===== src/rtl/i2c_lt_pkg.sv =====
package i2c_lt_pkg;
   localparam int BYTE_W = 8;

   typedef enum logic [2:0] {
      ST_IDLE,
      ST_ADDR,
      ST_ADDR_ACK,
      ST_RX,
      ST_RX_ACK,
      ST_TX,
      ST_TX_ACK
   } lt_state_e;
endpackage


===== src/rtl/i2c_lt_sync.sv =====
module i2c_lt_sync #(
   parameter int STAGES = 2
) (
   input  logic clk,
   input  logic rst_n,
   input  logic scl_i,
   input  logic sda_i,
   output logic scl_q,
   output logic sda_q,
   output logic scl_rise,
   output logic scl_fall,
   output logic start_ev,
   output logic stop_ev
);
   if (STAGES < 2) begin : g_bad_stages
      $error("i2c_lt_sync: STAGES must be at least 2");
   end

   // bit 1 = SCL, bit 0 = SDA; idle bus is high
   logic [STAGES-1:0][1:0] chain;
   logic [1:0]             prev;
   logic [1:0]             cur;

   always_ff @(posedge clk) begin
      if (!rst_n) begin
         chain <= '1;
         prev  <= 2'b11;
      end else begin
         chain <= {chain[STAGES-2:0], {scl_i, sda_i}};
         prev  <= chain[STAGES-1];
      end
   end

   assign cur      = chain[STAGES-1];
   assign scl_q    = cur[1];
   assign sda_q    = cur[0];
   assign scl_rise = cur[1] & ~prev[1];
   assign scl_fall = ~cur[1] & prev[1];
   assign start_ev = cur[1] & prev[1] & prev[0] & ~cur[0];
   assign stop_ev  = cur[1] & prev[1] & ~prev[0] & cur[0];
endmodule


===== src/rtl/i2c_lt_rxbuf.sv =====
module i2c_lt_rxbuf
   import i2c_lt_pkg::*;
#(
   parameter int DEPTH = 8,
   localparam int IW = (DEPTH > 1) ? $clog2(DEPTH) : 1
) (
   input  logic                         clk,
   input  logic                         rst_n,
   input  logic                         wr_en,
   input  logic [IW-1:0]                wr_idx,
   input  logic [BYTE_W-1:0]            wr_data,
   output logic [DEPTH-1:0][BYTE_W-1:0] mem_o
);
   for (genvar i = 0; i < DEPTH; i++) begin : g_entry
      always_ff @(posedge clk) begin
         if (!rst_n)
            mem_o[i] <= '0;
         else if (wr_en && (wr_idx == IW'(i)))
            mem_o[i] <= wr_data;
      end
   end
endmodule


===== src/rtl/i2c_lt_txbuf.sv =====
module i2c_lt_txbuf
   import i2c_lt_pkg::*;
#(
   parameter int DEPTH     = 8,
   parameter int SRC_DEPTH = 8,
   localparam int IW  = (DEPTH > 1) ? $clog2(DEPTH) : 1,
   localparam int SIW = (SRC_DEPTH > 1) ? $clog2(SRC_DEPTH) : 1
) (
   input  logic                             clk,
   input  logic                             rst_n,
   input  logic                             copy_en,
   input  logic [SIW-1:0]                   copy_cnt,
   input  logic [SRC_DEPTH-1:0][BYTE_W-1:0] src,
   input  logic [IW-1:0]                    rd_idx,
   output logic [BYTE_W-1:0]                rd_data
);
   logic [DEPTH-1:0][BYTE_W-1:0] mem;

   for (genvar i = 0; i < DEPTH; i++) begin : g_entry
      if (i < SRC_DEPTH) begin : g_fed
         always_ff @(posedge clk) begin
            if (!rst_n)
               mem[i] <= '0;
            else if (copy_en && (copy_cnt > SIW'(i)))
               mem[i] <= src[i] + 8'd1;
         end
      end else begin : g_unfed
         assign mem[i] = '0;
      end
   end

   if (DEPTH > 1) begin : g_sel
      assign rd_data = mem[rd_idx];
   end else begin : g_one
      assign rd_data = mem[0];
   end
endmodule


===== src/rtl/i2c_loop_target.sv =====
module i2c_loop_target
   import i2c_lt_pkg::*;
#(
   parameter logic [6:0] OWN_ADDR    = 7'h10,
   parameter int         RX_DEPTH    = 8,
   parameter int         TX_DEPTH    = 8,
   parameter int         SYNC_STAGES = 2,
   localparam int RIW = (RX_DEPTH > 1) ? $clog2(RX_DEPTH) : 1,
   localparam int TIW = (TX_DEPTH > 1) ? $clog2(TX_DEPTH) : 1
) (
   input  logic           clk,
   input  logic           rst_n,
   input  logic           scl_i,
   input  logic           sda_i,
   output logic           scl_oe,
   output logic           sda_oe,
   output logic [RIW-1:0] rx_count
);
   localparam logic [RIW-1:0] RMASK = RIW'(RX_DEPTH - 1);
   localparam logic [TIW-1:0] TMASK = TIW'(TX_DEPTH - 1);

   if (RX_DEPTH < 1 || RX_DEPTH > 32 || (RX_DEPTH & (RX_DEPTH - 1)) != 0) begin : g_bad_rx
      $error("i2c_loop_target: RX_DEPTH must be a power of two from 1 to 32");
   end
   if (TX_DEPTH < 1 || TX_DEPTH > 32 || (TX_DEPTH & (TX_DEPTH - 1)) != 0) begin : g_bad_tx
      $error("i2c_loop_target: TX_DEPTH must be a power of two from 1 to 32");
   end

   logic scl_q, sda_q, scl_rise, scl_fall, start_ev, stop_ev;

   i2c_lt_sync #(.STAGES(SYNC_STAGES)) u_sync (
      .clk(clk), .rst_n(rst_n), .scl_i(scl_i), .sda_i(sda_i),
      .scl_q(scl_q), .sda_q(sda_q), .scl_rise(scl_rise), .scl_fall(scl_fall),
      .start_ev(start_ev), .stop_ev(stop_ev)
   );

   lt_state_e         state;
   logic [3:0]        bitcnt;
   logic [BYTE_W-1:0] shreg;
   logic              is_read;
   logic              ack_seen;
   logic              sda_oe_q;
   logic [RIW-1:0]    rx_idx;
   logic [TIW-1:0]    tx_idx;

   logic                            wr_en, copy_en, addr_hit;
   logic [RX_DEPTH-1:0][BYTE_W-1:0] rx_mem;
   logic [BYTE_W-1:0]               tx_data;

   assign addr_hit = (shreg[7:1] == OWN_ADDR) || (shreg == 8'h00);
   assign copy_en  = stop_ev && (rx_idx != '0);
   assign wr_en    = !stop_ev && !start_ev && (state == ST_RX) && scl_fall && (bitcnt == 4'd8);

   i2c_lt_rxbuf #(.DEPTH(RX_DEPTH)) u_rxbuf (
      .clk(clk), .rst_n(rst_n), .wr_en(wr_en), .wr_idx(rx_idx),
      .wr_data(shreg), .mem_o(rx_mem)
   );

   i2c_lt_txbuf #(.DEPTH(TX_DEPTH), .SRC_DEPTH(RX_DEPTH)) u_txbuf (
      .clk(clk), .rst_n(rst_n), .copy_en(copy_en), .copy_cnt(rx_idx),
      .src(rx_mem), .rd_idx(tx_idx), .rd_data(tx_data)
   );

   always_ff @(posedge clk) begin
      if (!rst_n) begin
         state    <= ST_IDLE;
         bitcnt   <= '0;
         shreg    <= '0;
         is_read  <= 1'b0;
         ack_seen <= 1'b0;
         sda_oe_q <= 1'b0;
         rx_idx   <= '0;
         tx_idx   <= '0;
      end else if (stop_ev) begin
         state    <= ST_IDLE;
         sda_oe_q <= 1'b0;
         if (copy_en) rx_idx <= '0;
      end else if (start_ev) begin
         state    <= ST_ADDR;
         bitcnt   <= '0;
         sda_oe_q <= 1'b0;
      end else begin
         unique case (state)
            ST_ADDR, ST_RX: begin
               if (scl_rise && bitcnt != 4'd8) begin
                  shreg  <= {shreg[6:0], sda_q};
                  bitcnt <= bitcnt + 4'd1;
               end else if (scl_fall && bitcnt == 4'd8) begin
                  bitcnt <= '0;
                  if (state == ST_RX) begin
                     rx_idx   <= (rx_idx + RIW'(1)) & RMASK;
                     sda_oe_q <= 1'b1;
                     state    <= ST_RX_ACK;
                  end else if (addr_hit) begin
                     is_read  <= shreg[0];
                     sda_oe_q <= 1'b1;
                     state    <= ST_ADDR_ACK;
                     if (shreg[0]) tx_idx <= '0;
                     else          rx_idx <= '0;
                  end else begin
                     state <= ST_IDLE;
                  end
               end
            end
            ST_ADDR_ACK, ST_RX_ACK: begin
               if (scl_fall) begin
                  if (state == ST_ADDR_ACK && is_read) begin
                     shreg    <= tx_data;
                     sda_oe_q <= ~tx_data[7];
                     tx_idx   <= (tx_idx + TIW'(1)) & TMASK;
                     bitcnt   <= 4'd1;
                     state    <= ST_TX;
                  end else begin
                     sda_oe_q <= 1'b0;
                     bitcnt   <= '0;
                     state    <= ST_RX;
                  end
               end
            end
            ST_TX: begin
               if (scl_fall) begin
                  if (bitcnt == 4'd8) begin
                     sda_oe_q <= 1'b0;
                     state    <= ST_TX_ACK;
                  end else begin
                     sda_oe_q <= ~shreg[6];
                     shreg    <= {shreg[6:0], 1'b0};
                     bitcnt   <= bitcnt + 4'd1;
                  end
               end
            end
            ST_TX_ACK: begin
               if (scl_rise) begin
                  ack_seen <= ~sda_q;
               end else if (scl_fall) begin
                  if (ack_seen) begin
                     shreg    <= tx_data;
                     sda_oe_q <= ~tx_data[7];
                     tx_idx   <= (tx_idx + TIW'(1)) & TMASK;
                     bitcnt   <= 4'd1;
                     state    <= ST_TX;
                  end else begin
                     state <= ST_IDLE;
                  end
               end
            end
            default: state <= ST_IDLE;
         endcase
      end
   end

   assign sda_oe   = sda_oe_q;
   assign scl_oe   = 1'b0;
   assign rx_count = rx_idx;


   rx_step_chk: assert property (@(posedge clk) disable iff (!rst_n)
      wr_en |=> rx_idx == (($past(rx_idx) + RIW'(1)) & RMASK));


   stop_clear_chk: assert property (@(posedge clk) disable iff (!rst_n)
      stop_ev |=> (rx_count == '0) && (state == ST_IDLE) && !sda_oe);


   restart_addr_chk: assert property (@(posedge clk) disable iff (!rst_n)
      (start_ev && !stop_ev) |=> (state == ST_ADDR) && (bitcnt == 4'd0) && !sda_oe);


   idle_quiet_chk: assert property (@(posedge clk) disable iff (!rst_n)
      (state == ST_IDLE) |-> !sda_oe);


   tx_ack_release_chk: assert property (@(posedge clk) disable iff (!rst_n)
      (state == ST_TX_ACK) |-> !sda_oe);
endmodule


===== config.mk =====
export PLATFORM = sky130hd
export DESIGN_NAME = i2c_loop_target
export DESIGN_NICKNAME = d
export VERILOG_FILES = /design/src/rtl/i2c_lt_pkg.sv /design/src/rtl/i2c_lt_sync.sv /design/src/rtl/i2c_lt_rxbuf.sv /design/src/rtl/i2c_lt_txbuf.sv /design/src/rtl/i2c_loop_target.sv
export SDC_FILE = /design/constraint.sdc
export NUM_CORES = 1
export LEC_CHECK = 0
export BUFFER_PORTS_ARGS = -buffer_cell sky130_fd_sc_hd__buf_2
export CORE_ASPECT_RATIO = 0.7
export CORE_UTILIZATION = 45
export DETAILED_ROUTE_END_ITERATION = 8
export PLACE_DENSITY = 0.61
export SETUP_SLACK_MARGIN = 0.02
export SLEW_MARGIN = 10
export SYNTH_ARGS = -nofsm -noshare
export SYNTH_HDL_FRONTEND = slang
export SYNTH_SLANG_ARGS = --single-unit

===== constraint.sdc =====
create_clock -name clk -period 2.2 [get_ports clk]
set_input_delay 0.11 -clock clk [delete_from_list [all_inputs] [get_ports clk]]
set_output_delay 0.11 -clock clk [all_outputs]
set_load 0.01 [all_outputs]

Word level (Yosys, flattened, before mapping)

Cells that the tools add are included.

Bits in registers: 158
Output and inout bits: 5

Add/subtract/negate cells: 11
Magnitude comparators: 9
Equality and inequality tests: 45
Multiplexer cells: 67
Bitwise logic cells: 18
Reduce and logical (&&, ||, !) cells: 49

Operator list:

| operator                                              | number |
|---|---|
| 2-to-1 mux 3 bit                                      | 29 |
| 2-to-1 mux 8 bit                                      | 9 |
| adder 8 x 1 -> 8 bit (second input constant)          | 8 |
| 2-to-1 mux 4 bit                                      | 9 |
| case mux 8 bit (4 select lines)                       | 1 |
| inequality test 2 bit (second input constant)         | 15 |
| inequality test 3 bit (second input constant)         | 10 |
| AND reduction 7 bit                                   | 4 |
| binary-select mux 8 bit (select 3 bit)                | 1 |
| logical AND 1 bit                                     | 24 |
| == test 3 bit (second input constant)                 | 7 |
| AND reduction 9 bit                                   | 2 |
| case mux 4 bit (4 select lines)                       | 1 |
| 2-to-1 mux 1 bit                                      | 13 |
| AND reduction 13 bit                                  | 1 |
| == test 3 x 2 -> 1 bit (second input constant)        | 4 |
| greater-than comparator 3 bit (second input constant) | 4 |
| case mux 3 bit (4 select lines)                       | 1 |
| inverter 1 bit                                        | 11 |
| AND reduction 11 bit                                  | 1 |
| case mux 3 bit (3 select lines)                       | 1 |
| nonzero test 3 bit                                    | 3 |
| logical NOT 8 bit                                     | 1 |
| inequality test 4 bit (second input constant)         | 2 |
| other kinds (22)                                      | 37 |

Depth between registers and ports, before layout

Depth in word-level cells: 9
Gate-level depth with buffers: 8

Cells and area by module

From an unflattened synthesis, not the netlist that was laid out.

Cells, all modules: 797
Area, all modules: 7,583.5 um^2

By module, submodules not included:

| module          | instances | cells each | area an instance (um^2) | sequential area each (um^2) |
|---|---|---|---|---|
| i2c_lt_txbuf    | 1         | 357        | 3,409.5                 | 1,281.2 |
| i2c_lt_rxbuf    | 1         | 223        | 2,348.5                 | 1,281.2 |
| i2c_loop_target | 1         | 201        | 1,635.3                 | 480.5 |
| i2c_lt_sync     | 1         | 16         | 190.2                   | 120.1 |

Worst setup path before layout

OpenSTA, ideal clock, no wires.

Path kind: register to register
Start: register rx_idx[2] (netlist: rx_count[2])
End: register u_txbuf.mem[27] (netlist bit)
Library setup time: 86 ps
Data arrival time: 1,932 ps
Required time: 2,114 ps
Setup slack: 183 ps
Stages on the path, launching flop included: 9
Path buffers: 3
Period minus slack after synthesis: 2,017 ps
Path through: dfxtp_1 > buf_2 > inv_1 > ha_1 > clkbuf_1 > nor4_4 > buf_2 > nor2_1 > a211oi_1

Word-level cells in the longest chain between the ends: 3
Elaborated cells between the ends (all ways): 4
Classes of those cells: order compare: 1; reduce/logical: 3

RTL lines:

| item                                                                                           | RTL line              | text |
|---|---|---|
| from (decl)                                                                                    | i2c_loop_target.sv:43 | `logic [RIW-1:0] rx_idx;` |
| from (signal assigned)                                                                         | i2c_loop_target.sv:91 | `rx_idx <= (rx_idx + RIW'(1)) & RMASK;` |
| parallel branches: the longest is 2 deep, another holds greater-than comparator 3 x 2 -> 1 bit | -                     |  |
| logical AND 1 bit *                                                                            | i2c_lt_txbuf.sv:24    | `else if (copy_en && (copy_cnt > SIW'(i)))` |
| to (signal, indexed assignment)                                                                | i2c_lt_txbuf.sv:25    | `mem[i] <= src[i] + 8'd1;` |
| to (decl)                                                                                      | i2c_lt_txbuf.sv:17    | `logic [DEPTH-1:0][BYTE_W-1:0] mem;` |

Every way passes the cells marked *.
A chain may end at the register's enable or synchronous reset.

Final worst setup path

Start: register bitcnt[0]
End: register u_rxbuf.mem_o[47] (netlist bit)

Word-level cells in the longest chain between the ends: 3

RTL lines:

| item                            | RTL line               | text |
|---|---|---|
| from (decl)                     | i2c_loop_target.sv:38  | `logic [3:0] bitcnt;` |
| from (signal assigned)          | i2c_loop_target.sv:87  | `bitcnt <= bitcnt + 4'd1;` |
| from (signal assigned)          | i2c_loop_target.sv:128 | `bitcnt <= bitcnt + 4'd1;` |
| == test 4 bit                   | i2c_loop_target.sv:52  | `assign wr_en = !stop_ev && !start_ev && (state == ST_RX) && scl_fall && (bitcnt == 4'd8);` |
| logical AND 1 bit               | i2c_loop_target.sv:52  |  |
| logical AND 1 bit               | i2c_lt_rxbuf.sv:18     | `else if (wr_en && (wr_idx == IW'(i)))` |
| to (signal, indexed assignment) | i2c_lt_rxbuf.sv:19     | `mem_o[i] <= wr_data;` |
| to (decl)                       | i2c_lt_rxbuf.sv:12     | `output logic [DEPTH-1:0][BYTE_W-1:0] mem_o` |

No other way between the ends.

==> metrics.txt <==
Fin. Hold Viols 0; Util after Layout 53.54%; maximum fanout along the worst path 8; Worst slew margin 52.35%; wire per inst 18.29 um; Max Clock Skew 10.76 ps; port bufs 7; via count of the routed design 6368; Setup Total Neg Slack 0 ps; Critical Path Max Stage Delay 360 ps; Pre-antenna DRT Iters 5; prevailing post-synth register cell dfxtp_1; part of the cycle the worst path needs 91.16%; share of the synthesized area in the top cell type 40.66%; Period minus WS final 2006 ps; vias in the first global route 5944; final wirelength 20350 um; Slew @ Worst Pin 714.8 ps; H-tree Lvls 4; fin area 8882 sq um; clock sink count 158; CTS max path bufs 2; Tot GR Track Use 23.99%; first-pass GRT wire length 32940 um; core footprint 16590 sq um; CP Launch Type flop; Max stage delay cell, worst path dfxtp_1; post-synthesis async set-or-reset flop share 0%; Clock Latency Late Sink 430 ps; HP Class primary input to flop; Seq pwr share 46.4%; Ports 9; share of layout cells above drive strength 1 14.19%; Pins Over Slew Limit 0; NetSw 1.355 mW; Synth area leaders dfxtp_1 41%, mux2i_1 6.0%, a211oi_1 5.3%; RSZ-0062 raised after global routing false; Post-synth EDFFs 0; final setup violation count 0; Post-Synthesis Cells 863; Sw Share 21.79%; clock buffer count from CTS 17; clk root buf clkbuf_16; DP HPWL 14420 um; syn_area_per_cell 9.014 sq um; synth cell count leaders 158 x dfxtp_1, 109 x nor2_1, 75 x nand3_1; Max-Cap Viols 0; Net Count, Synth 883; die width 159.1 um; Final GP Congestion 0.8925; Int Power 4.863 mW; top-count cell post-synth dfxtp_1; Critical Path AT 2290 ps; FP Rows 39; #FFs+latches synth 158; Vias/cell 5.721; Syn. warnings 0; Peak VDD IR 0.4681 mV; CP cell instances inv_1 -> ha_1 -> nand3b_1 -> buf_4 -> nor3_4 -> buf_4 -> nand3_2 -> mux2i_1 -> nor2_1; Fmax 0.4986 GHz; Lkg Pwr 3.115 nW; combinational share of power 3.6%; Post-DP Area 8179 sq um; Clk pin slew, worst setup/hold paths 70 ps; synth unique cells 77; status finished clean; Critical Setup Path Class flop to flop; TritonCTS clock tree built; ANT nets after route 0; area grow syn2layout 14.19%; die area 17820 sq um; Ant. Diodes 0; DIE HEIGHT 112 um; post-synthesis sequential area ratio 40.66%; Final #Nets 896; Setup crit end kind flop; cell area after synthesis 7779 sq um; pin count of the biggest net entering global routing 145; total grt overflow 0; DRC viols 0; Worst EP required 2480 ps; pwr dens 700.0 nW/um^2; Yosys top cell by area dfxtp_1; crit-path most repeated cell buf_4; WHS 97.25 ps; initial antenna violation count 0; Clock Power Share 50.0%; Initial Util 46.89%; Iter 0 DRT Violations 504
[final timing paths]
| path | to | slack, ps | startpoint | cells past startpoint |
|---|---|---|---|---|
| worst min-delay path | u_sync.chain[0] | 100 | rst_n | 3 |
| worst max register to register | u_rxbuf.mem_o[47] | 190 | bitcnt[0] | 9 |
| worst min register to register | u_sync.cur[0] | 410 | u_sync.chain[0] | 1 |
| worst max-delay path | u_rxbuf.mem_o[47] | 190 | bitcnt[0] | 9 |
[sequential cells by signal, summed over array words and instances, names as in the netlist]
signal,count
is_read,1
shreg,8
u_rxbuf.mem_o,64
state,3
rx_count,3
u_sync.chain,2
bitcnt,4
u_sync.prev,2
u_sync.cur,2
sda_oe,1
ack_seen,1
u_txbuf.mem,64
tx_idx,3
[logic make-up after synthesis]
kind of cell               Yosys count  synth area share (%)
AOI/OAI and AO/OA                  169                 14.77
xor gates and xnor gates            49                 5.517
adders and majority gates           17                 2.702
buffers and inverters               73                 4.166
DFF                                158                 40.66
muxes                               64                 10.83
other                                1               0.04821
and+or+nand+nor                    332                 21.31
[what timing repair did]
action	CTS	global route
setup endpoints to repair	2	55
resized for setup	0	13
hold buffers	2	0
buffers inserted	2	0
endpoints found under the hold margin	2	0
[routing by layer]
metal | share of wire [%] | track usage [%] | wire (um)
met1 | 51 | 35.39 | 10280
met2 | 42 | 34.50 | 8632
met3 | 5.6 | 5.253 | 1138
met4 | 1.4 | 7.756 | 295
met5 | 0 | 0 | 0
[power groups by stage]
stage                     Sequential [mW]  Clock [mW]  Combinational, mW
after CTS                            2.88        3.15              0.213
after floorplan                      2.94           0              0.149
final                                2.88        3.11              0.224
after detailed placement             2.95           0              0.209
after global placement               2.95           0              0.208
after global routing                 2.88        3.29              0.240
[worst max-delay path, delay by kind of cell (launching register included)]
kind | cells | cell delay [ps]
fa+ha+maj | 1 | 150
simple gates | 4 | 620
buf+inv | 3 | 450
flops | 1 | 360
mux | 1 | 260
[per-stage QoR]
step,power (mW),std cells,setup slack [ps]
after floorplan,3.089,863,182.7
after global placement,3.155,1078,69.56
after detailed placement,3.156,1078,33.36
after CTS,6.249,1113,36.19
after global routing,6.418,1113,38.63
final,6.218,1113,194.4
[cell usage in the layout, fill, tap and decap left out, drive strengths merged, types with 3 or more instances in the layout]
master / Yosys / final
bufinv: 0 / 4
nor4: 4 / 4
o21ai: 16 / 16
nor3: 12 / 12
o2111ai: 6 / 6
o211ai: 5 / 5
o31ai: 5 / 5
ha: 16 / 16
buf: 24 / 51
a21oi: 53 / 53
clkinv: 0 / 3
inv: 14 / 15
nand4: 5 / 5
or2: 3 / 3
nand3b: 4 / 4
clkbuf: 35 / 21
nor2: 111 / 111
nor2b: 6 / 6
nand3: 78 / 78
nand2: 63 / 63
o21a: 3 / 3
and3: 14 / 14
mux2i: 47 / 47
dfxtp: 158 / 158
xor2: 34 / 34
mux4: 16 / 16
a211oi: 55 / 55
xnor2: 15 / 15
nand2b: 17 / 17
[final cells by class]
class,count,area (sq um)
Fill cell,1494,7709
Tap cell,225,281.5
Clock buffer,21,450.4
Clock inverter,10,162.7
Inverter,14,55.05
Sequential cell,158,3167
Multi-Input combinational cell,632,4343
Timing Repair Buffer,53,422.9
(Power assumes the default switching activity.)
